**config.mk**
```make
export PLATFORM = sky130hd
export DESIGN_NAME = ttw_matcher
export DESIGN_NICKNAME = d
export VERILOG_FILES = /design/src/rtl/ttw_pkg.sv /design/src/rtl/ttw_rst_sync.sv /design/src/rtl/ttw_window_cmp.sv /design/src/rtl/ttw_reg_bank.sv /design/src/rtl/ttw_matcher.sv
export SDC_FILE = /design/constraint.sdc
export NUM_CORES = 1
export LEC_CHECK = 0
export BUFFER_PORTS_ARGS = -buffer_cell sky130_fd_sc_hd__buf_4
export CORE_UTILIZATION = 47
export CTS_CLUSTER_SIZE = 8
export DETAILED_ROUTE_END_ITERATION = 10
export PLACE_DENSITY = 0.8
export SLEW_MARGIN = 40
export SYNTH_ARGS = -nofsm -noshare
export SYNTH_HDL_FRONTEND = slang
export SYNTH_SLANG_ARGS = --single-unit
```
**constraint.sdc**
```tcl
create_clock -name clk -period 3.86 [get_ports clk]
set_clock_uncertainty 0.2 [all_clocks]
set_input_delay 0.772 -clock clk [delete_from_list [all_inputs] [get_ports clk]]
set_output_delay 0.772 -clock clk [all_outputs]
set_load 0.02 [all_outputs]
```
**src/rtl/ttw_pkg.sv**
```systemverilog
package ttw_pkg;

  typedef enum logic [1:0] {
    TTW_NONE   = 2'b00,
    TTW_HIT    = 2'b01,
    TTW_HIT_WP = 2'b10
  } ttw_res_e;

  // field positions inside a window word
  localparam int BASE_LSB = 24;
  localparam int MASK_LSB = 16;
  localparam int EN_BIT   = 15;
  localparam int ANY_BIT  = 14;
  localparam int SUP_BIT  = 13;
  localparam int WP_BIT   = 2;

endpackage

```
**src/rtl/ttw_rst_sync.sv**
```systemverilog
module ttw_rst_sync (
  input  logic clk,
  input  logic rst_n,
  output logic rst_n_sync
);
  logic stage_q;

  always_ff @(posedge clk or negedge rst_n) begin
    if (!rst_n) begin
      stage_q    <= 1'b0;
      rst_n_sync <= 1'b0;
    end else begin
      stage_q    <= 1'b1;
      rst_n_sync <= stage_q;
    end
  end
endmodule

```
**src/rtl/ttw_window_cmp.sv**
```systemverilog
module ttw_window_cmp
  import ttw_pkg::*;
#(
  parameter int REG_W   = 32,
  parameter int FIELD_W = 8
) (
  input  logic [REG_W-1:0]   cfg,
  input  logic [FIELD_W-1:0] addr_hi,
  input  logic               is_super,
  output ttw_res_e           res
);
  logic [FIELD_W-1:0] diff;
  logic               priv_ok;
  logic               hit;

  always_comb begin
    diff    = (addr_hi ^ cfg[BASE_LSB +: FIELD_W]) & ~cfg[MASK_LSB +: FIELD_W];
    priv_ok = cfg[ANY_BIT] | (cfg[SUP_BIT] == is_super);
    hit     = cfg[EN_BIT] & (diff == '0) & priv_ok;
    if (!hit)             res = TTW_NONE;
    else if (cfg[WP_BIT]) res = TTW_HIT_WP;
    else                  res = TTW_HIT;
  end
endmodule

```
**src/rtl/ttw_reg_bank.sv**
```systemverilog
module ttw_reg_bank
  import ttw_pkg::*;
#(
  parameter int REG_W   = 32,
  parameter int ADDR_W  = 32,
  parameter int FIELD_W = 8,
  parameter int NREG    = 4,
  localparam int SEL_W  = $clog2(NREG)
) (
  input  logic                      clk,
  input  logic                      rst_n_i,
  input  logic                      wr_en,
  input  logic [SEL_W-1:0]          wr_sel,
  input  logic [REG_W-1:0]          wr_data,
  input  logic                      ld_en,
  input  logic                      ld_data,
  input  logic [ADDR_W-1:0]         ld_base,
  input  logic [ADDR_W-1:0]         ld_size,
  output logic [NREG-1:0][REG_W-1:0] cfg
);
  logic [NREG-1:0][REG_W-1:0] cfg_nxt;
  logic [ADDR_W-1:0]          ld_last;
  logic [REG_W-1:0]           ld_word;
  logic [SEL_W-1:0]           idx_hi;
  logic [SEL_W-1:0]           idx_lo;
  logic                       upd;

  assign idx_hi = {ld_data, 1'b1};
  assign idx_lo = {ld_data, 1'b0};
  assign upd    = wr_en | ld_en;

  always_comb begin
    ld_last                       = ld_base + ld_size - 1'b1;
    ld_word                       = '0;
    ld_word[BASE_LSB +: FIELD_W]  = ld_base[ADDR_W-1 -: FIELD_W];
    ld_word[MASK_LSB +: FIELD_W]  = ld_last[ADDR_W-1 -: FIELD_W];
    ld_word[EN_BIT]               = 1'b1;

    cfg_nxt = cfg;
    if (wr_en) begin
      cfg_nxt[wr_sel] = wr_data;
    end else if (ld_en) begin
      if (!cfg[idx_hi][EN_BIT])      cfg_nxt[idx_hi] = ld_word;
      else if (!cfg[idx_lo][EN_BIT]) cfg_nxt[idx_lo] = ld_word;
    end
  end

  always_ff @(posedge clk or negedge rst_n_i) begin
    if (!rst_n_i)  cfg <= '0;
    else if (upd)  cfg <= cfg_nxt;
  end

  // held clear through reset
  a_r1_clear_in_reset: assert property (@(posedge clk)
    !rst_n_i |=> cfg == '0);

  // a direct write lands in the selected register
  a_r10_write_lands: assert property (@(posedge clk) disable iff (!rst_n_i)
    wr_en |=> cfg[$past(wr_sel)] == $past(wr_data));

  // loader with both registers of the class busy changes nothing
  a_r8_busy_no_change: assert property (@(posedge clk) disable iff (!rst_n_i)
    (ld_en && !wr_en && cfg[idx_hi][EN_BIT] && cfg[idx_lo][EN_BIT]) |=> $stable(cfg));

  // free upper register is the one that gets enabled
  a_r8_upper_first: assert property (@(posedge clk) disable iff (!rst_n_i)
    (ld_en && !wr_en && !cfg[idx_hi][EN_BIT]) |=> cfg[$past(idx_hi)][EN_BIT]);
endmodule

```
**src/rtl/ttw_matcher.sv**
```systemverilog
module ttw_matcher
  import ttw_pkg::*;
#(
  parameter int ADDR_W  = 32,
  parameter int REG_W   = 32,
  parameter int FIELD_W = 8,
  localparam int PER_CLASS = 2,
  localparam int NREG      = 2 * PER_CLASS,
  localparam int SEL_W     = $clog2(NREG)
) (
  input  logic              clk,
  input  logic              rst_n,
  input  logic              wr_en,
  input  logic [SEL_W-1:0]  wr_sel,
  input  logic [REG_W-1:0]  wr_data,
  input  logic              ld_en,
  input  logic              ld_data,
  input  logic [ADDR_W-1:0] ld_base,
  input  logic [ADDR_W-1:0] ld_size,
  input  logic [ADDR_W-1:0] q_addr,
  input  logic              q_super,
  input  logic              q_data,
  output logic [1:0]        q_result
);
  logic                        rst_n_i;
  logic [NREG-1:0][REG_W-1:0]  cfg;
  ttw_res_e                    slot_res [PER_CLASS];
  ttw_res_e                    sel_res;

  ttw_rst_sync u_rst (
    .clk        (clk),
    .rst_n      (rst_n),
    .rst_n_sync (rst_n_i)
  );

  ttw_reg_bank #(
    .REG_W   (REG_W),
    .ADDR_W  (ADDR_W),
    .FIELD_W (FIELD_W),
    .NREG    (NREG)
  ) u_bank (
    .clk     (clk),
    .rst_n_i (rst_n_i),
    .wr_en   (wr_en),
    .wr_sel  (wr_sel),
    .wr_data (wr_data),
    .ld_en   (ld_en),
    .ld_data (ld_data),
    .ld_base (ld_base),
    .ld_size (ld_size),
    .cfg     (cfg)
  );

  for (genvar g = 0; g < PER_CLASS; g++) begin : g_slot
    ttw_window_cmp #(
      .REG_W   (REG_W),
      .FIELD_W (FIELD_W)
    ) u_cmp (
      .cfg      (cfg[q_data * PER_CLASS + g]),
      .addr_hi  (q_addr[ADDR_W-1 -: FIELD_W]),
      .is_super (q_super),
      .res      (slot_res[g])
    );
  end

  // lower slot wins; later slots consulted only on a miss
  always_comb begin
    sel_res = TTW_NONE;
    for (int k = PER_CLASS - 1; k >= 0; k--) begin
      if (slot_res[k] != TTW_NONE) sel_res = slot_res[k];
    end
  end

  assign q_result = sel_res;

  // code 2'b11 is never produced
  a_r2_legal_code: assert property (@(posedge clk) disable iff (!rst_n_i)
    $onehot0(q_result));

  // a class with both windows disabled never matches
  a_r11_idle_class: assert property (@(posedge clk) disable iff (!rst_n_i)
    (!cfg[q_data * PER_CLASS][EN_BIT] && !cfg[q_data * PER_CLASS + 1][EN_BIT])
      |-> q_result == TTW_NONE);
endmodule

```
Yosys cells after proc, flatten, opt, wreduce, memory -nomap -nowiden
Cells that the tools add are included.

operators by class
  add/sub/neg operators = 3
  $lt $le $gt $ge = 8
  equal/unequal tests = 3
  mux-type cells = 27
  bitwise gates (word level) = 13
  reduce and logical (&&, ||, !) cells = 9

operators with widths
  operator                 number
  $mux W128                4
  $bwmux W128              3
  $mux W32                 6
  $bmux W32 S2             1
  $demux W32 S1            2
  $demux W32 S2            1
  $mux W16                 4
  $add A32 B32 Y32         1
  $sub A32 B1 Y32 const B  1
  $and A8 B8 Y8            2
  $logic_not A8 Y1         2
  $not A8 Y8               2
  $xor A8 B8 Y8            2
  $lt A2 B3 Y1 const B     4
  $mux W2                  6
  $ge A2 B1 Y1 const B     3
  $reduce_bool A2 Y1       3
  $and A1 B1 Y1            4
  $add A2 B1 Y3 const B    1
  $logic_and A1 B1 Y1      3
  $lt A3 B3 Y1 const B     1
  $ne A3 B3 Y1 const B     1
  $or A1 B1 Y1             3
  $reduce_and A3 Y1        1
  $eq A1 B1 Y1             2

storage, ports and cells
  bits in registers = 130
  input port bits = 137
  output and inout bits = 2

Longest topological paths before layout
  word-level depth = 12
  mapped depth = 11
  depth with buffers taken out = 11

Modules after synthesis
From an unflattened synthesis, not the netlist that was laid out.

unflattened totals
  cell total of the unflattened synthesis = 1041
  area total of the unflattened synthesis = 9069.9 um^2

modules (own cells, without submodules)
  module          times used  cells an instance  area each (um^2)
  ttw_reg_bank    1           929                7646.1
  ttw_matcher     1           75                 1097.3
  ttw_window_cmp  2           17                 136.4
  ttw_rst_sync    1           3                  53.8

Least setup slack after synthesis
Ideal clock, no wire load.

  path type = input to register
  start point = input ld_base[7]
  end point = register u_bank.cfg[20] in the netlist's numbering
  data arrival time = 3044 ps
  setup slack = 522 ps
  stages on the path = 11
  path through = inv_1 > ha_1 > inv_1 > ha_1 > a21o_1 > a2111oi_1 > o32a_2 > o31ai_4 > a311o_2 > mux2i_2 > a211oi_1

on the way
  longest elaborated chain between the ends = 7

ends and longest elaborated chain
  element               line                source
  start, declared       ttw_matcher.sv:18   input logic [ADDR_W-1:0] ld_base,
  $add A32 B32 Y32 (*)  ttw_reg_bank.sv:33  ld_last = ld_base + ld_size - 1'b1;
  $sub A32 B1 Y32 (*)   ttw_reg_bank.sv:33
  $bwmux W128           ttw_reg_bank.sv:44  else if (!cfg[idx_lo][EN_BIT]) cfg_nxt[idx_lo] = ld_word;
  $mux W128             ttw_reg_bank.sv:44
  $mux W128 (*)         ttw_reg_bank.sv:43  if (!cfg[idx_hi][EN_BIT]) cfg_nxt[idx_hi] = ld_word;
  $mux W128 (*)         ttw_reg_bank.sv:42  end else if (ld_en) begin
  $mux W128 (*)         ttw_reg_bank.sv:40  if (wr_en) begin
  end signal, assigned  ttw_reg_bank.sv:50  else if (upd) cfg <= cfg_nxt;
  end, declared         ttw_reg_bank.sv:19  output logic [NREG-1:0][REG_W-1:0] cfg

Mark *: on every way between the ends. The rest lies on a longest branch, timed or not. The select of a mux whose other input is x is not followed.
A chain may end at the register's enable or synchronous reset.

Worst setup path in the final report
  start point = input q_addr[24]
  end point = output q_result[1]

on the way
  longest elaborated chain between the ends = 9

ends and longest elaborated chain
  element                     line                  source
  start, declared             ttw_matcher.sv:20     input logic [ADDR_W-1:0] q_addr,
  $xor A8 B8 Y8               ttw_window_cmp.sv:17  diff = (addr_hi ^ cfg[BASE_LSB +: FIELD_W]) & ~cfg[MASK_LSB +: FIELD_W];
  $and A8 B8 Y8               ttw_window_cmp.sv:17
  $logic_not A8 Y1            ttw_window_cmp.sv:19  hit = cfg[EN_BIT] & (diff == '0) & priv_ok;
  $and A1 B1 Y1 (2 in a row)  ttw_window_cmp.sv:19
  $mux W2                     ttw_window_cmp.sv:20  if (!hit) res = TTW_NONE;
  $reduce_bool A2 Y1          ttw_matcher.sv:70     if (slot_res[k] != TTW_NONE) sel_res = slot_res[k];
  $mux W2                     ttw_matcher.sv:70
  $mux W2 (*)                 ttw_matcher.sv:70
  end, declared               ttw_matcher.sv:23     output logic [1:0] q_result

Mark *: on every way between the ends. The rest lies on a longest branch, timed or not.

==> flow_summary_export.csv <==
group,metric,value,unit
global_route,grt_max_degree,43,
flow_run,drv_cap,0,
sta,hold_viol,0,
final_layout,antennaDiodeCount,0,
power_and_ir_drop,power,3.07,mW
setup_path,cp_cell_sequence,"buf_4 -> xnor2_1 -> o22ai_1 -> nor3_1 -> a22oi_1 -> a211oi_1 -> a21oi_1 -> and2_1 -> buf_4",
status,status,"complete, no violations",
setup_path,reg2regPathDepth,7,
floorplan,core_area,0.0127,mm^2
clocking,hold_buffers,0,
yosys,syn-num-nets,951,
sta,slew_violations,0,
final_layout,stdcell_count,1034,
floorplan,die-area,0.0136,mm^2
sta,setup_viol,0,
clocking,path_clk_slew,0.06,ns
clocking,clkSinkCount,82,
final_layout,design_area,0.00751,mm^2
sta,rsz0062_at_grt,"no",
placement,placed_area,0.00720,mm^2
global_route,grtUsageTotal,26.6,%
clocking,clk_path_buf_depth,2,
yosys,netlist_instances,755,
route,wl,17300,um
yosys,yosysUniqueCellTypes,58,
setup_path,crit_slowest_cell,"nor3_1",
yosys,ys.flop_type,"dfrtp_1",
sta,worst_slew_pin_slew,0.780,ns
power_and_ir_drop,p_per_area,409,mW/mm^2
sta,setup_tns,0,ns
yosys,syn-cell-area,0.00618,mm^2
sta,period_share,88.8,%
power_and_ir_drop,irDropWorstVdd,0.254,mV
clocking,postCtsSetupBuffers,0,
final_layout,final_nets,1054,
sta,setup_slack,0.433,ns
clocking,clkLatencyLatePin,0.34,ns
global_route,grt_overflow,0,
power_and_ir_drop,leakagePower,3.64,nW
global_route,grt_pass1_wl,27500,um
setup_path,path_max_fanout,4,
setup_path,crit_path_max_incr_delay,0.27,ns
sta,slew_headroom,47.8,%
global_route,antenna_found_initial,0,
setup_path,critPathRequiredTime,2.89,ns
final_layout,fillers,1190,
setup_path,endpoint_kind,"primary output",
hold_path,holdCritPathClass,"in -> async",
placement,port_buffers,102,
route,ant_nets,0,
final_layout,layout_commonest_cell,"buf_4",
clocking,cts_buffers,9,
setup_path,worstSetupPathType,"in -> out",
route,remaining_drc_errors,0,
route,viasPerCell,5.68,
route,drt_iter0_markers,543,
setup_path,crit_path_start_kind,"input pin",
route,dr.pass1.iters,5,
yosys,syn_area_per_cell,8.18,um^2
sta,period_needed,3.43,ns
global_route,grt_pass1_vias,5630,
placement,pre_cts_slack,0.186,ns
yosys,async_flop_share,100,%
placement,dp.cells,1019,
yosys,yosysSeqAreaShare,33.2,%
sta,fmax,0.292,GHz
placement,dp_hpwl,13600,um
final_layout,final-seq-area,0.00206,mm^2
floorplan,ioPinCount,139,
floorplan,initial_core_util,48.5,%
yosys,synth_edf_count,0,
final_layout,mostFrequentLayoutCells,"buf_4, inv_1, nand2_1, dfrtp_1, ha_1",
yosys,yosys_warnings,0,
clocking,cts_tree,"yes",
final_layout,multi_input_area,0.00354,mm^2
yosys,ys_ff_latch,82,
clocking,cts_root_buffer,"clkbuf_16",
sta,whs,0.000714,ns
final_layout,fin_util,59.1,%
final_layout,area_delta_synth_final,21.7,%
floorplan,rows,41,
setup_path,cp.arrival,2.46,ns
clocking,ctsHtreeMaxLevel,3,
route,vias,5869,
floorplan,die_x,117,um
placement,routabilityCongestion,1.03,
clocking,cts_repair_resize_count,0,
floorplan,die_h,117,um
route,wl_per_cell,16.8,um
setup_path,crit_top_cell,"buf_4",
final_layout,drive_above_1_share,18.7,%
critical path: cells and delay by family:
family	cells	cell delay (ns)
AND/OR/NAND/NOR	2	0.45
AO/OA/AOI/OAI	4	0.71
buffers and inverters	2	0.29
XOR/XNOR	1	0.23
power by group:
group / internal, mW / total, mW / switching, mW / leakage, nW
clock network: 0.580 / 0.916 / 0.335 / 0.153
logic: 0.447 / 0.992 / 0.546 / 2.48
registers: 1.03 / 1.16 / 0.132 / 1.01
path summary, 6_finish.rpt:
kind,startpoint,endpoint,slack [ns]
max,q_addr[24],q_result[1],0.43
min,rst_n,u_rst.rst_n_sync,0.0007
max reg2reg,u_bank.cfg[111],u_bank.cfg[84],1.25
min reg2reg,u_rst.rst_n_sync,u_bank.cfg[95],0.14
max in group asynchronous,u_rst.rst_n_sync,u_bank.cfg[48],2.55
min in group clk,u_rst.stage_q,u_rst.rst_n_sync,0.15
synthesized netlist by cell type, types with 2 or more instances:
master	count	area, um^2
nand4_1	2	12.5
ha_1	59	738
nor3b_2	2	25.0
mux2i_1	3	30.0
nand3_1	14	70.1
o2111ai_1	2	17.5
o221a_2	3	33.8
a22oi_1	8	60.1
o21ai_0	58	290
xor2_1	3	26.3
o21bai_1	2	15.0
inv_1	120	450
nor2b_1	5	31.3
dfrtp_1	82	2050
a211oi_1	12	90.1
o22ai_1	26	163
and2_0	2	12.5
a21oi_1	42	210
nand2b_1	2	12.5
or3_1	4	25.0
o21a_1	2	15.0
nor3_1	4	20.0
o22a_1	3	26.3
or2_2	3	18.8
o211ai_1	6	45.0
a221oi_1	6	52.6
xnor2_1	40	350
a21o_1	7	52.6
a31oi_1	5	31.3
and2_1	5	31.3
nor2_1	43	161
o221ai_1	2	17.5
and3_2	3	22.5
and3_1	7	43.8
buf_2	4	20.0
clkbuf_1	27	101
a32oi_1	32	280
nand2_1	85	319
logic make-up after synthesis:
logic type	share of synthesized area, %
compound gates	24.3
xor+xnor	6.36
fa+ha+maj	12.0
buf+inv	9.54
flops	33.2
mux	0.709
other cells	0.0607
simple gates	13.9
registers in the layout, summed over array words and instances, names as in the netlist:
| signal | flops |
|---|---|
| u_rst.stage_q | 1 |
| u_bank.cfg | 80 |
| u_rst.rst_n_sync | 1 |
routing by layer:
layer / GRT usage (%) / share of wire, %
met2: 42.9 / 46
met3: 4.36 / 8.7
met4: 13.8 / 4.5
met1: 34.2 / 41
met5: 1.85 / 0.17
layout make-up:
class | instances | area share (%)
multi-input combinational | 520 | 47.1
sequential | 82 | 27.4
timing repair buffer | 125 | 12.5
inverter | 120 | 6.00
clock buffer | 12 | 3.28
tap | 172 | 2.86
clock inverter | 3 | 0.866
No activity file was read; power rests on OpenSTA's default activity.
